<file path="config.mk">
export PLATFORM = sky130hd
export DESIGN_NAME = evq_sched
export DESIGN_NICKNAME = d
export VERILOG_FILES = /design/src/rtl/evq_pkg.sv /design/src/rtl/evq_fifo.sv /design/src/rtl/evq_stats.sv /design/src/rtl/evq_arb.sv /design/src/rtl/evq_sched.sv
export SDC_FILE = /design/constraint.sdc
export NUM_CORES = 1
export LEC_CHECK = 0
export BUFFER_PORTS_ARGS = -buffer_cell sky130_fd_sc_hd__buf_2
export CORE_ASPECT_RATIO = 1.25
export CORE_MARGIN = 4
export CORE_UTILIZATION = 30
export DETAILED_ROUTE_END_ITERATION = 10
export PLACE_DENSITY_LB_ADDON = 0.1
export SYNTH_ARGS = -nofsm -noshare
export SYNTH_HDL_FRONTEND = slang
export SYNTH_SLANG_ARGS = --single-unit
</file>
<file path="constraint.sdc">
create_clock -name clk_i -period 4.6 [get_ports clk_i]
set_input_delay 0 -clock clk_i [delete_from_list [all_inputs] [get_ports clk_i]]
set_output_delay 0 -clock clk_i [all_outputs]
set_load 0.03 [all_outputs]
</file>
<file path="src/rtl/evq_pkg.sv">
package evq_pkg;
  typedef enum logic [1:0] {
    KIND_PRIO = 2'd0,
    KIND_THR  = 2'd1,
    KIND_WM   = 2'd2,
    KIND_STAT = 2'd3
  } reg_kind_e;

  localparam int STAT_THR_BIT = 0;
  localparam int STAT_OVF_BIT = 1;
  localparam int STAT_OCC_LSB = 8;
  localparam int REG_W        = 32;
endpackage

</file>
<file path="src/rtl/evq_fifo.sv">
module evq_fifo #(
  parameter int DEPTH = 16,
  parameter int DW    = 6,
  localparam int PTR_W = (DEPTH > 1) ? $clog2(DEPTH) : 1,
  localparam int CNT_W = $clog2(DEPTH + 1)
) (
  input  logic             clk_i,
  input  logic             rst_ni,
  input  logic             push_i,
  input  logic [DW-1:0]    data_i,
  input  logic             pop_i,
  output logic [DW-1:0]    head_o,
  output logic [CNT_W-1:0] count_o
);
  logic [DEPTH-1:0][DW-1:0] mem_q;
  logic [PTR_W-1:0] wr_ptr_q, rd_ptr_q;

  function automatic logic [PTR_W-1:0] nxt(input logic [PTR_W-1:0] p);
    return (p == PTR_W'(DEPTH - 1)) ? '0 : p + 1'b1;
  endfunction

  always_ff @(posedge clk_i or negedge rst_ni) begin
    if (!rst_ni) begin
      wr_ptr_q <= '0;
      rd_ptr_q <= '0;
      count_o  <= '0;
    end else begin
      if (push_i) wr_ptr_q <= nxt(wr_ptr_q);
      if (pop_i)  rd_ptr_q <= nxt(rd_ptr_q);
      if (push_i && !pop_i)      count_o <= count_o + 1'b1;
      else if (pop_i && !push_i) count_o <= count_o - 1'b1;
    end
  end

  always_ff @(posedge clk_i) begin
    if (push_i) mem_q[wr_ptr_q] <= data_i;
  end

  assign head_o = mem_q[rd_ptr_q];
endmodule

</file>
<file path="src/rtl/evq_stats.sv">
module evq_stats #(
  parameter int DEPTH = 16,
  localparam int CNT_W = $clog2(DEPTH + 1)
) (
  input  logic             clk_i,
  input  logic             rst_ni,
  input  logic             push_i,
  input  logic             pop_i,
  input  logic             drop_i,
  input  logic [CNT_W-1:0] occ_i,
  input  logic [CNT_W-1:0] thr_i,
  input  logic             wm_clr_i,
  input  logic             ovf_clr_i,
  output logic [CNT_W-1:0] wm_o,
  output logic             ovf_o,
  output logic             thr_hit_o
);
  logic [CNT_W-1:0] occ_up;
  assign occ_up = occ_i + 1'b1;

  always_ff @(posedge clk_i or negedge rst_ni) begin
    if (!rst_ni) begin
      wm_o  <= '0;
      ovf_o <= 1'b0;
    end else begin
      if (wm_clr_i)                                   wm_o <= '0;
      else if (push_i && !pop_i && (occ_up > wm_o))   wm_o <= occ_up;
      if (drop_i)         ovf_o <= 1'b1;
      else if (ovf_clr_i) ovf_o <= 1'b0;
    end
  end

  assign thr_hit_o = occ_i > thr_i;
endmodule

</file>
<file path="src/rtl/evq_arb.sv">
module evq_arb #(
  parameter int NUM_Q  = 2,
  parameter int PRIO_W = 3
) (
  input  logic [NUM_Q-1:0]             cand_i,
  input  logic [NUM_Q-1:0][PRIO_W-1:0] prio_i,
  output logic [NUM_Q-1:0]             grant_o
);
  logic              found;
  logic [PRIO_W-1:0] best;

  // strict compare keeps the lower index on ties
  always_comb begin
    grant_o = '0;
    found   = 1'b0;
    best    = '0;
    for (int q = 0; q < NUM_Q; q++) begin
      if (cand_i[q] && (!found || prio_i[q] < best)) begin
        found      = 1'b1;
        best       = prio_i[q];
        grant_o    = '0;
        grant_o[q] = 1'b1;
      end
    end
  end
endmodule

</file>
<file path="src/rtl/evq_sched.sv">
module evq_sched
  import evq_pkg::*;
#(
  parameter int NUM_Q  = 2,
  parameter int DEPTH  = 16,
  parameter int CH_W   = 6,
  parameter int PRIO_W = 3,
  localparam int QSEL_W = (NUM_Q > 1) ? $clog2(NUM_Q) : 1,
  localparam int CNT_W  = $clog2(DEPTH + 1),
  localparam int ADDR_W = QSEL_W + 2
) (
  input  logic                  clk_i,
  input  logic                  rst_ni,
  input  logic                  req_valid_i,
  input  logic [CH_W-1:0]       req_chan_i,
  input  logic [QSEL_W-1:0]     req_queue_i,
  output logic [NUM_Q-1:0]      disp_valid_o,
  input  logic [NUM_Q-1:0]      disp_ready_i,
  output logic [NUM_Q*CH_W-1:0] disp_chan_o,
  output logic [NUM_Q-1:0]      thr_hit_o,
  output logic [NUM_Q-1:0]      ovf_err_o,
  input  logic                  reg_we_i,
  input  logic [ADDR_W-1:0]     reg_addr_i,
  input  logic [REG_W-1:0]      reg_wdata_i,
  output logic [REG_W-1:0]      reg_rdata_o
);
  logic [NUM_Q-1:0][CNT_W-1:0]  occ;
  logic [NUM_Q-1:0][CNT_W-1:0]  wm;
  logic [NUM_Q-1:0][CNT_W-1:0]  thr_q;
  logic [NUM_Q-1:0][PRIO_W-1:0] prio_q;
  logic [NUM_Q-1:0]             push, pop, drop, cand;

  reg_kind_e         acc_kind;
  logic [QSEL_W-1:0] acc_q;
  logic              unused_wdata;

  assign acc_kind     = reg_kind_e'(reg_addr_i[ADDR_W-1 -: 2]);
  assign acc_q        = reg_addr_i[QSEL_W-1:0];
  assign unused_wdata = ^reg_wdata_i;

  for (genvar q = 0; q < NUM_Q; q++) begin : g_q
    logic sel, full, hit_me;
    assign sel     = req_valid_i && (req_queue_i == QSEL_W'(q));
    assign full    = occ[q] == CNT_W'(DEPTH);
    assign push[q] = sel && !full;
    assign drop[q] = sel && full;
    assign cand[q] = (occ[q] != '0) && disp_ready_i[q];
    assign pop[q]  = disp_valid_o[q];
    assign hit_me  = reg_we_i && (acc_q == QSEL_W'(q));

    evq_fifo #(.DEPTH(DEPTH), .DW(CH_W)) u_fifo (
      .clk_i   (clk_i),
      .rst_ni  (rst_ni),
      .push_i  (push[q]),
      .data_i  (req_chan_i),
      .pop_i   (pop[q]),
      .head_o  (disp_chan_o[q*CH_W +: CH_W]),
      .count_o (occ[q])
    );

    evq_stats #(.DEPTH(DEPTH)) u_stats (
      .clk_i     (clk_i),
      .rst_ni    (rst_ni),
      .push_i    (push[q]),
      .pop_i     (pop[q]),
      .drop_i    (drop[q]),
      .occ_i     (occ[q]),
      .thr_i     (thr_q[q]),
      .wm_clr_i  (hit_me && acc_kind == KIND_WM),
      .ovf_clr_i (hit_me && acc_kind == KIND_STAT && reg_wdata_i[STAT_OVF_BIT]),
      .wm_o      (wm[q]),
      .ovf_o     (ovf_err_o[q]),
      .thr_hit_o (thr_hit_o[q])
    );

    always_ff @(posedge clk_i or negedge rst_ni) begin
      if (!rst_ni) begin
        prio_q[q] <= PRIO_W'(q);
        thr_q[q]  <= CNT_W'(DEPTH);
      end else if (hit_me) begin
        if (acc_kind == KIND_PRIO) prio_q[q] <= reg_wdata_i[PRIO_W-1:0];
        if (acc_kind == KIND_THR)  thr_q[q]  <= reg_wdata_i[CNT_W-1:0];
      end
    end
  end

  evq_arb #(.NUM_Q(NUM_Q), .PRIO_W(PRIO_W)) u_arb (
    .cand_i  (cand),
    .prio_i  (prio_q),
    .grant_o (disp_valid_o)
  );

  always_comb begin
    reg_rdata_o = '0;
    if (int'(acc_q) < NUM_Q) begin
      unique case (acc_kind)
        KIND_PRIO: reg_rdata_o[PRIO_W-1:0] = prio_q[acc_q];
        KIND_THR:  reg_rdata_o[CNT_W-1:0]  = thr_q[acc_q];
        KIND_WM:   reg_rdata_o[CNT_W-1:0]  = wm[acc_q];
        KIND_STAT: begin
          reg_rdata_o[STAT_THR_BIT]              = thr_hit_o[acc_q];
          reg_rdata_o[STAT_OVF_BIT]              = ovf_err_o[acc_q];
          reg_rdata_o[STAT_OCC_LSB +: CNT_W]     = occ[acc_q];
        end
        default: reg_rdata_o = '0;
      endcase
    end
  end
endmodule

</file>
==> results.tsv <==
metric	value	unit
via count	6471	
Post-synth EDFFs	192	
CTS tree	built	
Leakage	4.84	nW
delay-heaviest family, CP	compound AO/OA/AOI/OAI gates	
RSZ-0062 raised after global routing	no	
vias in the first global route	6714	
Rows	79	
final setup violation count	0	
top sig layer	met4	
Initial Util	30.5	%
DRC viols	0	
Nets	952	
Layout fillers	3639	
Slew @ Worst Pin	1050	ps
Syn Area/Cell	14.2	um2
Fmax achieved	0.278	GHz
Seq/Total Area, Yosys	62.3	%
routed wl met2	13900	um
final hold violation count	0	
Slowest-stage cell, CP	dfrtp_1	
vias per cell	4.74	
total power	7.94	mW
drt wl/cell	19.9	um
worst min path class	input port to register	
Num CTS Buffers	26	
Skew-Pair Late Insertion Delay	520	ps
fraction of layout cells with a size suffix above 1	18.4	%
antenna violations before repair	0	
asr flop ratio synth	22.0	%
Worst setup SP type	register	
VDD IR max	0.000288	V
drt total wl	27200	um
Data required, critical path	5010	ps
largest net degree at the start of global routing	55	
residual overflow from global routing	0	
Clock Skew	8.38	ps
Buf/Inv on CP	3	
Util after Layout	34.6	%
Synth Register Bits	246	
Max FO, Critical Path	9	
Mapped Cells	805	
Total GRT Usage	13.0	%
launch point of the worst path	g_q[0].u_fifo.count_o[0]	
WP data arrival	4010	ps
CTS Buffer Depth	3	
Setup TNS Final	0	ps
R2R Path Start	g_q[0].u_fifo.count_o[0]	
Syn Std Cell Area	11400	um2
Ant. Diodes	0	
MaxCap Viol Count	0	
CP most frequent cell	ha_1	
Area growth, synth to finish	13.5	%
pwr dens	612	nW/um2
Die H	226	um
Slew Viols, Final	0	
Synth warnings	0	
hold path startpoint	req_chan_i[1]	
most frequent cells in the layout	192 x edfxtp_1, 49 x dfrtp_1, 48 x buf_2, 46 x nand2_1, 46 x mux2i_1	
Setup Crit Path Kind	register to register	
top_reg_cell synth	edfxtp_1	
Iteration-0 DRC Markers	380	
CP peak stage delay	530	ps
die width	183	um
first-pass GRT wire length	41300	um
RePlAce Congestion	0.764	
Final HPWL DP	18200	um
I/O Buffers	48	
root buffer cell	clkbuf_16	
htree depth	1	
M1 WL	11800	um
drt pass-1 iters	5	
DR WL met3	970	um
die area	41300	um2
most common cell after layout, fill and taps aside	edfxtp_1	
CTS resizes	0	
Core Region	37500	um2
relative slew slack	29.4	%
clk sinks	246	
final period utilization	78.3	%
crit-path cells	inv_1 > ha_1 > a31oi_2 > buf_4 > nand2_1 > ha_1 > a21o_1 > a21oi_2 > inv_1 > ha_1 > o21ai_0 > a31oi_1 > o21ai_1 > mux2i_1 > nor2_1	
Worst-path clk slew	60	ps
Routed Antenna Nets	0	
status	complete, no violations	
I/O pin count	98	
fin crit period	3600	ps
CP endpoint kind	register	
synth unique cells	58	
-- per-stage QoR --
step / cells / setup WS, ps / cell area, um2 / hold slack, ps
final: 1365 / 1000 / 13000 / 48.9
after global routing: 1365 / 683 / 13000 / 73.0
after CTS: 1365 / 910 / 13000 / 43.7
after detailed placement: 1305 / 915 / 12000 / 221
after global placement: 1305 / 977 / 12000 / 218
after floorplan: 826 / 1320 / 11500 / -296
-- worst register-to-register path, cell delays in order, from the launching register on --
cell     delay [ps]
dfrtp_1         530
inv_1           140
ha_1            260
a31oi_2         250
buf_4           200
nand2_1          60
ha_1            300
a21o_1          200
a21oi_2         300
inv_1            80
ha_1            320
o21ai_0         130
a31oi_1          60
o21ai_1         340
mux2i_1         250
nor2_1           50
-- cell type report --
cell class	instances	area, um2	share of cell area, %
Clock buffer	37	713	5.50
Clock inverter	11	81.3	0.628
Multi-Input combinational cell	474	3840	29.7
Tap cell	486	608	4.69
Timing Repair Buffer	70	435	3.36
Inverter	41	154	1.19
Sequential cell	246	7120	55.0
-- synth_stat cells (all sizes together) (3+ instances only) --
cell / number / area (um2)
edfxtp: 192 / 5770
dfstp: 3 / 78.8
and2: 4 / 25.0
nand3: 18 / 90.1
inv: 41 / 154
mux2i: 46 / 460
clkbuf: 19 / 71.3
a22oi: 14 / 105
a222oi: 4 / 40.0
mux4: 25 / 563
a21o: 4 / 30.0
nand2b: 6 / 37.5
nand4: 3 / 18.8
a31oi: 6 / 43.8
mux2: 34 / 383
a221oi: 14 / 123
buf: 46 / 309
ha: 45 / 563
xor2: 10 / 87.6
a21oi: 23 / 119
dfrtp: 51 / 1280
a211oi: 6 / 50.1
nor2: 37 / 139
nand2: 46 / 173
xnor2: 9 / 78.8
nor3: 11 / 55.1
o2bb2ai: 4 / 35.0
o21ai: 44 / 231
nor2b: 14 / 95.1
-- path summary, 6_finish.rpt --
path / endpoint / slack, ps / depth (start not counted)
setup / recovery: g_q[1].u_stats.wm_o[0] / 1000 / 15
hold / removal: g_q[0].u_fifo.mem_q[13] / 50 / 1
setup reg to reg: g_q[1].u_stats.wm_o[0] / 1000 / 15
hold reg to reg: g_q[0].u_stats.wm_o[4] / 480 / 1
max in group asynchronous: g_q[0].u_fifo.rd_ptr_q[0] / 3860 / 3
min in group asynchronous: g_q[1].u_fifo.count_o[0] / 170 / 3
-- state kept, by name, indices dropped and copies added, names as in the netlist --
name                 flops
g_q.u_fifo.count_o      10
thr_q                   10
g_q.u_fifo.wr_ptr_q      8
g_q.u_stats.wm_o        10
g_q.u_fifo.rd_ptr_q      8
g_q.u_stats.ovf_o        2
prio_q                   6
g_q.u_fifo.mem_q       192
-- logic make-up (layout without fill, tap and decap cells) --
family / Yosys count / in the layout / share of synthesized area [%]
flops: 246 / 246 / 62.3
simple gates: 149 / 149 / 6.27
compound gates: 134 / 134 / 7.98
buf+inv: 106 / 159 / 4.68
mux: 105 / 105 / 12.3
fa+ha+maj: 45 / 45 / 4.93
xor+xnor: 19 / 19 / 1.46
other cells: 1 / 22 / 0.0328
-- layer usage --
layer  vias to the layer above  global-route usage, %
li1                       3098                      -
met1                      3217                   16.7
met2                       125                   23.2
met3                        31                   1.77
met4                         0                   3.73
met5                         -                      0
-- where the power goes --
group | switching, mW | total (mW) | internal (mW)
clock | 0.843 | 1.98 | 1.14
combinational | 1.57 | 2.73 | 1.15
sequential | 0.557 | 3.23 | 2.68
total | 2.97 | 7.94 | 4.96
-- what timing repair did --
action                                  CTS  global route
endpoints found under the setup margin    0             0
hold buffers                             12             0
hold endpoints to repair                 75             0
setup buffers                             0             0
Power figures use the tool's default switching activity.
